$ cat src/rtl/xfer_evt_pkg.sv
package xfer_evt_pkg;

   localparam int unsigned REG_W = 8;

   // register addresses
   localparam int unsigned A_FLAG_CLR1 = 0;
   localparam int unsigned A_STAT_CLR2 = 1;
   localparam int unsigned A_IRQ_EN    = 2;
   localparam int unsigned A_MASTER    = 3;
   localparam int unsigned A_COUNT0    = 4;

   // flag bit positions (shared by the enable register)
   localparam int unsigned FB_XRDY = 0;
   localparam int unsigned FB_CEXP = 1;
   localparam int unsigned FB_WAIT = 5;
   localparam int unsigned FB_PTC  = 6;
   localparam int unsigned FB_STC  = 7;

   // first clear register bits
   localparam int unsigned C1_WAIT = 3;
   localparam int unsigned C1_PTC  = 4;
   localparam int unsigned C1_STC  = 5;
   localparam int unsigned C1_DMA  = 6;
   localparam int unsigned C1_FIFO = 7;

   // second clear register bit
   localparam int unsigned C2_CEXP = 0;

   // status bits
   localparam int unsigned SB_PEND = 0;
   localparam int unsigned SB_REQ  = 2;
   localparam int unsigned SB_STOP = 3;

   // sticky flag slots
   typedef enum logic [1:0] {
      SLOT_CEXP = 2'd0,
      SLOT_WAIT = 2'd1,
      SLOT_PTC  = 2'd2,
      SLOT_STC  = 2'd3
   } sticky_slot_e;

   localparam int unsigned N_STICKY = 4;

   function automatic int unsigned slot_flag_pos(input int unsigned slot);
      case (slot)
         0:       return FB_CEXP;
         1:       return FB_WAIT;
         2:       return FB_PTC;
         default: return FB_STC;
      endcase
   endfunction

endpackage

$ cat src/rtl/evt_sticky_flag.sv
module evt_sticky_flag #(
   parameter bit SET_WINS = 1'b1
) (
   input  logic clk,
   input  logic rst_n,
   input  logic set_i,
   input  logic clr_i,
   output logic flag_o
);

   logic flag_q;

   generate
      if (SET_WINS) begin : g_set_priority
         always_ff @(posedge clk or negedge rst_n) begin
            if (!rst_n)     flag_q <= 1'b0;
            else if (set_i) flag_q <= 1'b1;
            else if (clr_i) flag_q <= 1'b0;
         end
      end else begin : g_clr_priority
         always_ff @(posedge clk or negedge rst_n) begin
            if (!rst_n)     flag_q <= 1'b0;
            else if (clr_i) flag_q <= 1'b0;
            else if (set_i) flag_q <= 1'b1;
         end
      end
   endgenerate

   assign flag_o = flag_q;

endmodule

$ cat src/rtl/xfer_down_counter.sv
module xfer_down_counter #(
   parameter int unsigned CNT_W = 32,
   localparam int unsigned NB   = CNT_W / 8
) (
   input  logic             clk,
   input  logic             rst_n,
   input  logic [NB-1:0]    byte_we_i,
   input  logic [7:0]       byte_d_i,
   input  logic             dec_i,
   output logic [CNT_W-1:0] count_o,
   output logic             expire_o
);

   logic [CNT_W-1:0] cnt_q;
   logic             any_we;
   logic             at_zero;
   logic             at_one;

   assign any_we  = |byte_we_i;
   assign at_zero = (cnt_q == '0);
   assign at_one  = (cnt_q == CNT_W'(1));

   always_ff @(posedge clk or negedge rst_n) begin
      if (!rst_n) begin
         cnt_q <= '0;
      end else if (any_we) begin
         for (int k = 0; k < NB; k++) begin
            if (byte_we_i[k]) cnt_q[k*8 +: 8] <= byte_d_i;
         end
      end else if (dec_i && !at_zero) begin
         cnt_q <= cnt_q - CNT_W'(1);
      end
   end

   assign expire_o = dec_i && at_one && !any_we;
   assign count_o  = cnt_q;

endmodule

$ cat src/rtl/evt_irq_gen.sv
module evt_irq_gen #(
   parameter int unsigned N_FLAGS = 8,
   parameter int unsigned SEL_W   = 2
) (
   input  logic               clk,
   input  logic               rst_n,
   input  logic [N_FLAGS-1:0] flags_i,
   input  logic [N_FLAGS-1:0] enable_i,
   input  logic [SEL_W-1:0]   line_sel_i,
   output logic               irq_o
);

   logic irq_q;
   logic raw_req;

   assign raw_req = |(flags_i & enable_i);

   always_ff @(posedge clk or negedge rst_n) begin
      if (!rst_n) irq_q <= 1'b0;
      else        irq_q <= raw_req && (line_sel_i != '0);
   end

   assign irq_o = irq_q;

endmodule

$ cat src/rtl/xfer_evt_ctrl.sv
module xfer_evt_ctrl
   import xfer_evt_pkg::*;
#(
   parameter int unsigned ADDR_W   = 4,
   parameter int unsigned CNT_W    = 32,
   parameter bit          SET_WINS = 1'b1
) (
   input  logic              clk,
   input  logic              rst_n,
   input  logic [ADDR_W-1:0] bus_addr,
   input  logic              bus_wr,
   input  logic [7:0]        bus_wdata,
   output logic [7:0]        bus_rdata,
   input  logic              fifo_nempty_i,
   input  logic              waited_pulse_i,
   input  logic              ptc_pulse_i,
   input  logic              stc_pulse_i,
   input  logic              xfer_done_i,
   input  logic              req_i,
   input  logic              stop_trig_i,
   output logic              irq_o,
   output logic [1:0]        irq_sel_o,
   output logic              dma_rst_o,
   output logic              fifo_rst_o
);

   localparam int unsigned NB        = CNT_W / 8;
   localparam int unsigned LAST_ADDR = A_COUNT0 + NB - 1;

   generate
      if ((CNT_W % 8) != 0 || CNT_W < 8) begin : g_bad_cnt
         $error("CNT_W must be a nonzero multiple of 8");
      end
      if (LAST_ADDR >= (1 << ADDR_W)) begin : g_bad_addr
         $error("ADDR_W too narrow for the count bytes");
      end
   endgenerate

   // address decode
   logic wr_clr1, wr_clr2, wr_ien, wr_mst;
   logic [NB-1:0] cnt_we;

   assign wr_clr1 = bus_wr && (bus_addr == ADDR_W'(A_FLAG_CLR1));
   assign wr_clr2 = bus_wr && (bus_addr == ADDR_W'(A_STAT_CLR2));
   assign wr_ien  = bus_wr && (bus_addr == ADDR_W'(A_IRQ_EN));
   assign wr_mst  = bus_wr && (bus_addr == ADDR_W'(A_MASTER));

   genvar gb;
   generate
      for (gb = 0; gb < NB; gb++) begin : g_cnt_dec
         assign cnt_we[gb] = bus_wr && (bus_addr == ADDR_W'(A_COUNT0 + gb));
      end
   endgenerate

   // transfer counter
   logic [CNT_W-1:0] cnt_q;
   logic             cnt_expire;

   xfer_down_counter #(.CNT_W(CNT_W)) u_cnt (
      .clk       (clk),
      .rst_n     (rst_n),
      .byte_we_i (cnt_we),
      .byte_d_i  (bus_wdata),
      .dec_i     (xfer_done_i),
      .count_o   (cnt_q),
      .expire_o  (cnt_expire)
   );

   // sticky flags
   logic [N_STICKY-1:0] st_set, st_clr, st_q;

   assign st_set[SLOT_CEXP] = cnt_expire;
   assign st_set[SLOT_WAIT] = waited_pulse_i;
   assign st_set[SLOT_PTC]  = ptc_pulse_i;
   assign st_set[SLOT_STC]  = stc_pulse_i;

   assign st_clr[SLOT_CEXP] = wr_clr2 && bus_wdata[C2_CEXP];
   assign st_clr[SLOT_WAIT] = wr_clr1 && bus_wdata[C1_WAIT];
   assign st_clr[SLOT_PTC]  = wr_clr1 && bus_wdata[C1_PTC];
   assign st_clr[SLOT_STC]  = wr_clr1 && bus_wdata[C1_STC];

   logic [REG_W-1:0] flag_vec;
   logic [REG_W-1:0] sticky_map [N_STICKY];

   genvar gs;
   generate
      for (gs = 0; gs < N_STICKY; gs++) begin : g_sticky
         evt_sticky_flag #(.SET_WINS(SET_WINS)) u_flag (
            .clk    (clk),
            .rst_n  (rst_n),
            .set_i  (st_set[gs]),
            .clr_i  (st_clr[gs]),
            .flag_o (st_q[gs])
         );
         assign sticky_map[gs] = REG_W'(st_q[gs]) << slot_flag_pos(gs);
      end
   endgenerate

   always_comb begin
      flag_vec = '0;
      flag_vec[FB_XRDY] = fifo_nempty_i;
      for (int i = 0; i < N_STICKY; i++) flag_vec = flag_vec | sticky_map[i];
   end

   // control registers and reset pulses
   logic [REG_W-1:0] ien_q;
   logic [1:0]       mst_q;
   logic             dma_q, fifo_q;

   always_ff @(posedge clk or negedge rst_n) begin
      if (!rst_n) begin
         ien_q  <= '0;
         mst_q  <= '0;
         dma_q  <= 1'b0;
         fifo_q <= 1'b0;
      end else begin
         if (wr_ien) ien_q <= bus_wdata;
         if (wr_mst) mst_q <= bus_wdata[1:0];
         dma_q  <= wr_clr1 && bus_wdata[C1_DMA];
         fifo_q <= wr_clr1 && bus_wdata[C1_FIFO];
      end
   end

   assign dma_rst_o  = dma_q;
   assign fifo_rst_o = fifo_q;
   assign irq_sel_o  = mst_q;

   evt_irq_gen #(.N_FLAGS(REG_W), .SEL_W(2)) u_irq (
      .clk        (clk),
      .rst_n      (rst_n),
      .flags_i    (flag_vec),
      .enable_i   (ien_q),
      .line_sel_i (mst_q),
      .irq_o      (irq_o)
   );

   // status and read mux
   logic [REG_W-1:0] stat_vec;

   always_comb begin
      stat_vec = '0;
      stat_vec[SB_PEND] = |flag_vec;
      stat_vec[SB_REQ]  = req_i;
      stat_vec[SB_STOP] = stop_trig_i;
   end

   always_comb begin
      bus_rdata = '0;
      if (bus_addr == ADDR_W'(A_FLAG_CLR1))      bus_rdata = flag_vec;
      else if (bus_addr == ADDR_W'(A_STAT_CLR2)) bus_rdata = stat_vec;
      else if (bus_addr == ADDR_W'(A_IRQ_EN))    bus_rdata = ien_q;
      else if (bus_addr == ADDR_W'(A_MASTER))    bus_rdata = {6'b0, mst_q};
      else begin
         for (int k = 0; k < NB; k++) begin
            if (bus_addr == ADDR_W'(A_COUNT0 + k)) bus_rdata = cnt_q[k*8 +: 8];
         end
      end
   end

endmodule

$ cat config.mk
export PLATFORM = sky130hd
export DESIGN_NAME = xfer_evt_ctrl
export DESIGN_NICKNAME = d
export VERILOG_FILES = /design/src/rtl/xfer_evt_pkg.sv /design/src/rtl/evt_sticky_flag.sv /design/src/rtl/xfer_down_counter.sv /design/src/rtl/evt_irq_gen.sv /design/src/rtl/xfer_evt_ctrl.sv
export SDC_FILE = /design/constraint.sdc
export NUM_CORES = 1
export LEC_CHECK = 0
export BUFFER_PORTS_ARGS = -buffer_cell sky130_fd_sc_hd__buf_2
export CORE_UTILIZATION = 54
export DETAILED_ROUTE_END_ITERATION = 8
export PLACE_DENSITY_LB_ADDON = 0.3
export SKIP_CTS_REPAIR_TIMING = 1
export SYNTH_ARGS = -nofsm -noshare
export SYNTH_HDL_FRONTEND = slang
export SYNTH_SLANG_ARGS = --single-unit
$ cat constraint.sdc
create_clock -name clk -period 6.38 [get_ports clk]
set_clock_uncertainty 0.1 [all_clocks]
set_input_delay 0 -clock clk [delete_from_list [all_inputs] [get_ports clk]]
set_output_delay 0 -clock clk [all_outputs]
set_load 0.01 [all_outputs]
## Word-level counts from Yosys, hierarchy flattened

Cells that the tools add are included.

- Register bits after elaboration: 49
- Input bits: 22
- Output and inout bits: 13
- Word-level logic and storage cells: 88

- $add $sub $neg: 1
- Equality and inequality tests: 12
- Muxes and demuxes: 22
- Bitwise gates (word level): 5
- Reductions and logical operators: 35

Operators with widths:

| cell | number |
|---|---|
| 8-bit two-way mux | 12 |
| 32-bit two-way mux | 2 |
| 32-bit by 1-bit == test with 1-bit output (second input constant) | 1 |
| 32-bit logical NOT | 1 |
| 32-bit by 1-bit subtractor with 32-bit output (second input constant) | 1 |
| 1-bit logical AND | 18 |
| 4-bit by 3-bit == test with 1-bit output (second input constant) | 4 |
| 8-bit OR reduction | 2 |
| 2-bit nonzero test | 6 |
| 8-bit AND | 1 |
| 4-bit by 2-bit == test with 1-bit output (second input constant) | 2 |
| 1-bit two-way mux | 8 |
| 2-bit != test (second input constant) | 4 |
| 7-bit by 8-bit OR with 8-bit output | 1 |
| 2-bit AND reduction | 4 |
| 6-bit by 7-bit OR with 7-bit output | 1 |
| 2-bit by 6-bit OR with 6-bit output | 1 |
| 4-bit by 1-bit == test with 1-bit output (second input constant) | 1 |
| 4-bit logical NOT | 1 |
| 4-bit OR reduction | 1 |
| 1-bit logical NOT | 2 |
| 1-bit by 2-bit OR with 2-bit output | 1 |

## Depth between registers and ports, before layout

- Word-level depth: 9
- Depth in mapped cells: 8

## By module

From an unflattened synthesis, not the netlist that was laid out.

- Cells, all modules: 378
- Area total of the unflattened synthesis: 3405.8 um^2

Modules (own cells, without submodules):

| module | instances | cells each | area each (um^2) | seq. area each (um^2) |
|---|---|---|---|---|
| xfer_down_counter | 1 | 251 | 2143.3 | 800.8 |
| xfer_evt_ctrl | 1 | 108 | 1049.8 | 300.3 |
| evt_sticky_flag | 4 | 3 | 36.3 | 25.0 |
| evt_irq_gen | 1 | 7 | 67.6 | 25.0 |

## Worst setup path after synthesis

No wires, ideal clock.

- Path type: flip-flop to flip-flop
- Start: reg u_cnt.cnt_q[24] (netlist: u_cnt.count_o[24])
- End: reg u_cnt.cnt_q[1] (netlist: u_cnt.count_o[1])
- Arrival time: 2.552 ns
- Required time: 6.155 ns
- Slack: 3.603 ns
- Stages on the path, launching flop included: 6
- Path buffers: 0
- Clock period less this slack: 2.777 ns
- Cells stage by stage: dfrtp_1 > or4_4 > or4_4 > or4_4 > a21boi_4 > mux2_4

- Cells in the longest elaborated chain, start to end: 5

RTL lines:

| item | RTL line | RTL |
|---|---|---|
| start, declared | xfer_down_counter.sv:14 | `logic [CNT_W-1:0] cnt_q;` |
| start signal, assigned by index | xfer_down_counter.sv:28 | `if (byte_we_i[k]) cnt_q[k*8 +: 8] <= byte_d_i;` |
| start signal, assigned | xfer_down_counter.sv:31 | `cnt_q <= cnt_q - CNT_W'(1);` |
| 32-bit logical NOT | xfer_down_counter.sv:20 | `assign at_zero = (cnt_q == '0);` |
| 1-bit logical NOT | xfer_down_counter.sv:30 | `end else if (dec_i && !at_zero) begin` |
| 1-bit logical AND | xfer_down_counter.sv:30 |  |
| 2-bit nonzero test (no line) | -- |  |
| 2-bit AND reduction (no line) | -- |  |

No other way between the ends.
A chain may end at the register's enable or synchronous reset.

## Worst setup path after layout

- Start: reg u_cnt.cnt_q[12] (netlist: u_cnt.count_o[12])
- End: reg u_cnt.cnt_q[1] (netlist: u_cnt.count_o[1])

Same word-level chain as after synthesis.

==> summary.txt <==
Status
  – Outcome: finished, final reports clean

Cells and area
  – Layout cells sized above 1: 0.1871
  – Final Cell Area: 3885 sq um
  – Area delta synth->final: 13.03%
  – Layout fillers: 508
  – Nets: 441
  – ANT cells: 0

Timing
  – Post-layout min period: roughly 3.2 ns
  – RSZ-0062 raised after global routing: false
  – Post-route setup TNS: 0 ns
  – Final hold slack: 0.03379 ns
  – Slew headroom: 0.2999
  – Worst Tran Pin Value: 1.046 ns
  – Max Clock Freq: 317.4 MHz
  – Fin worst setup slack: 3.230 ns
  – Endpoints failing setup: 0
  – Final slew viol count: 0
  – Period utilization: 0.4938
  – Final hold vios: 0

Job
  – Max Cap Viol: 0

Pwr
  – Clock share of power: 0.237
  – Combinational fraction of design power: 0.265
  – Internal power: 601.1 uW
  – Flop pwr share: 0.498
  – Worst vdd ir: 144.1 uV
  – Leak: 0.001567 uW
  – Sw power: 315.9 uW
  – PD cells: 236.0 nW/um^2
  – Net Sw Frac: 0.3445

CTS
  – # clock sinks: 49
  – H-tree depth: 2
  – Reg clk slew, reported paths: 0.09 ns
  – Maximum clock path buffer count: 2
  – CTS buffer count: 5
  – Clk Latency, worst-skew pair: 0.30 ns
  – Root buffer cell: clkbuf_8
  – CTS tree: done

Place
  – GPL Wtd Cong: 0.9840
  – Setup slack after placement: 3.317 ns
  – IO buf count: 34
  – Post-DP HPWL: 7.361 mm
  – Placed Area: 3631 sq um

Setup path
  – Worst-path cell chain: or4_1, nand3b_1, or4_4, a21boi_4, mux2_4
  – Worst path max stage delay: between 0.6 and 0.7 ns
  – Setup Crit Path Kind: register to register
  – Crit path max fanout: 14
  – Worst EP required: 6.47 ns
  – Critical-path top delay cell: or4_1
  – Crit path arrival time: 3.24 ns
  – Setup crit end kind: register
  – Crit path launch type: register

Synth
  – Syn_area_per_cell: 8.998 sq um
  – Count leader, synth: dfrtp_1
  – Synth area leader: dfrtp_1
  – Number of synthesized flops with an enable pin: 0
  – Yosys cell types: 62
  – Top FF cell, synth: dfrtp_1
  – Synthesized area: about 3400 sq um
  – #FFs+latches synth: 49
  – Asr flop ratio synth: 1.000
  – Yosys warnings: 0
  – Syn_nets: 406
  – Top-area cell type share of the netlist area: 0.3568
  – Synth Instances: 382
  – Most common library cells after synthesis: 49 x dfrtp_1, 40 x nand2_1, 34 x nor2_1, 19 x nand3_1, 18 x clkbuf_1
  – Synth area leaders: dfrtp_1 36%, nand2_1 4.4%, mux2_2 4.3%, nor2_1 3.7%, mux4_2 3.3%
  – Sequential fraction of the synthesis area: 0.3568

Floorplanning
  – Core Region: 6026 sq um
  – # rows: 28
  – I/O pins: 35
  – DIE WIDTH: 81.78 microns
  – Initial core utilization: 0.5704
  – Die height: 81.78 microns
  – DIE AREA: 6688 sq um

Drt
  – Remaining DRCs: 0
  – First drt pass iteration count: 6
  – ANT nets after route: 0
  – Iter 0 DRT Violations: 507
  – Via count: 3524
  – Vias per cell: 7.163
  – WL per Instance: 21.60 microns
  – Final WL: 10.63 mm

GRT
  – Overflow after GRT: 0
  – Number of antenna violations at the first check in global routing: 0
  – Vias in the first global route: 3083
  – First-pass GRT wire length: 16.23 mm
  – Total GRT Usage: 0.3290
  – Largest net degree at the start of global routing: 50

Min path
  – Hold/Removal Path Class: input pin to register
-- state kept, by name (all words and copies together), names as in the netlist --
register and cells:
ien_q 8, dma_rst_o 1, irq_sel_o 2, u_irq.irq_o 1, u_cnt.count_o 32, fifo_rst_o 1
g_sticky.u_flag.flag_o 4
-- layout make-up --
| class | count | area, sq um | share of cell area |
|---|---|---|---|
| inverters | 7 | 26.28 | 0.006763 |
| clock buffers | 5 | 68.82 | 0.01771 |
| flip-flops and latches | 49 | 1226 | 0.3156 |
| well taps | 75 | 93.84 | 0.02415 |
| clock inverters | 2 | 35.03 | 0.009018 |
| multi-input cells | 302 | 2092 | 0.5385 |
| repair buffers | 52 | 342.8 | 0.08824 |
-- cells in the final DEF (no fill, tap or decap), types with 4 or more instances in the layout --
| cell | count |
|---|---|
| and2_1 | 9 |
| mux4_2 | 5 |
| nor2_1 | 34 |
| nor4_1 | 7 |
| clkbuf_8 | 5 |
| o211ai_1 | 10 |
| a22o_1 | 5 |
| dfrtp_1 | 49 |
| o311ai_0 | 4 |
| o221ai_1 | 12 |
| or3_1 | 10 |
| o41ai_1 | 5 |
| nand3_1 | 19 |
| a211oi_1 | 4 |
| o31ai_1 | 7 |
| or4_1 | 5 |
| nand3b_1 | 4 |
| mux2i_1 | 4 |
| nor3_1 | 14 |
| dlygate4sd3_1 | 15 |
| mux2_2 | 13 |
| o21ai_0 | 9 |
| a221oi_1 | 4 |
| a22oi_1 | 6 |
| nand2_1 | 40 |
| inv_1 | 7 |
| buf_2 | 34 |
| a21oi_1 | 12 |
| a31oi_1 | 7 |
-- through the flow --
stage / cells / power (uW) / util
final: 492 / 916.9 / 0.6447
after global routing: 492 / 964.9 / 0.6447
after detailed placement: 470 / 690.1 / 0.6026
after CTS: 477 / 905.6 / 0.6198
after floorplan: 382 / 599.5 / -
after global placement: 470 / 683.6 / 0.6026
-- cell families (layout without fill, tap and decap cells) --
kind of cell	after synthesis	after routing	synth area share
AO/OA/AOI/OAI	115	115	0.2592
multiplexers	24	24	0.09902
buffers and inverters	31	66	0.03458
flip-flops	49	49	0.3568
adder cells (fa/ha/maj)	2	2	0.007280
AND/OR/NAND/NOR	161	161	0.2432
-- path summary, 6_finish.rpt --
| kind | from | endpoint | slack [ns] | depth (start not counted) |
|---|---|---|---|---|
| hold reg to reg | ien_q[2] | ien_q[2] | 0.43 | 1 |
| setup / recovery | u_cnt.count_o[12] | u_cnt.count_o[1] | 3.23 | 5 |
| min in group asynchronous | rst_n | ien_q[5] | 0.23 | 3 |
| hold / removal | bus_wdata[4] | u_cnt.count_o[12] | 0.03 | 3 |
| setup reg to reg | u_cnt.count_o[12] | u_cnt.count_o[1] | 3.23 | 5 |
| max in group asynchronous | rst_n | u_cnt.count_o[21] | 5.50 | 3 |
-- power groups by stage --
stage | clock network, uW | logic [uW] | registers (uW)
2_1_floorplan | 0 | 177 | 423
3_3_place_gp | 0 | 228 | 456
3_5_place_dp | 0 | 233 | 457
4_1_cts | 220 | 234 | 452
5_1_grt | 233 | 268 | 463
6_report | 217 | 243 | 457
-- routing by layer --
| layer | share of wire | track usage | up-vias |
|---|---|---|---|
| met5 | 0 | 0 | - |
| met4 | 0.034 | 0.1333 | 0 |
| met3 | 0.085 | 0.08333 | 37 |
| met2 | 0.46 | 0.5025 | 207 |
| met1 | 0.42 | 0.4435 | 1706 |
| li1 | - | - | 1574 |
-- critical path, delay by kind of cell (launching register included) --
family | cells | cell delay (ns)
AND/OR/NAND/NOR | 3 | 1.81
flip-flops | 1 | 0.50
multiplexers | 1 | 0.33
AO/OA/AOI/OAI | 1 | 0.30
(Power assumes the default switching activity.)
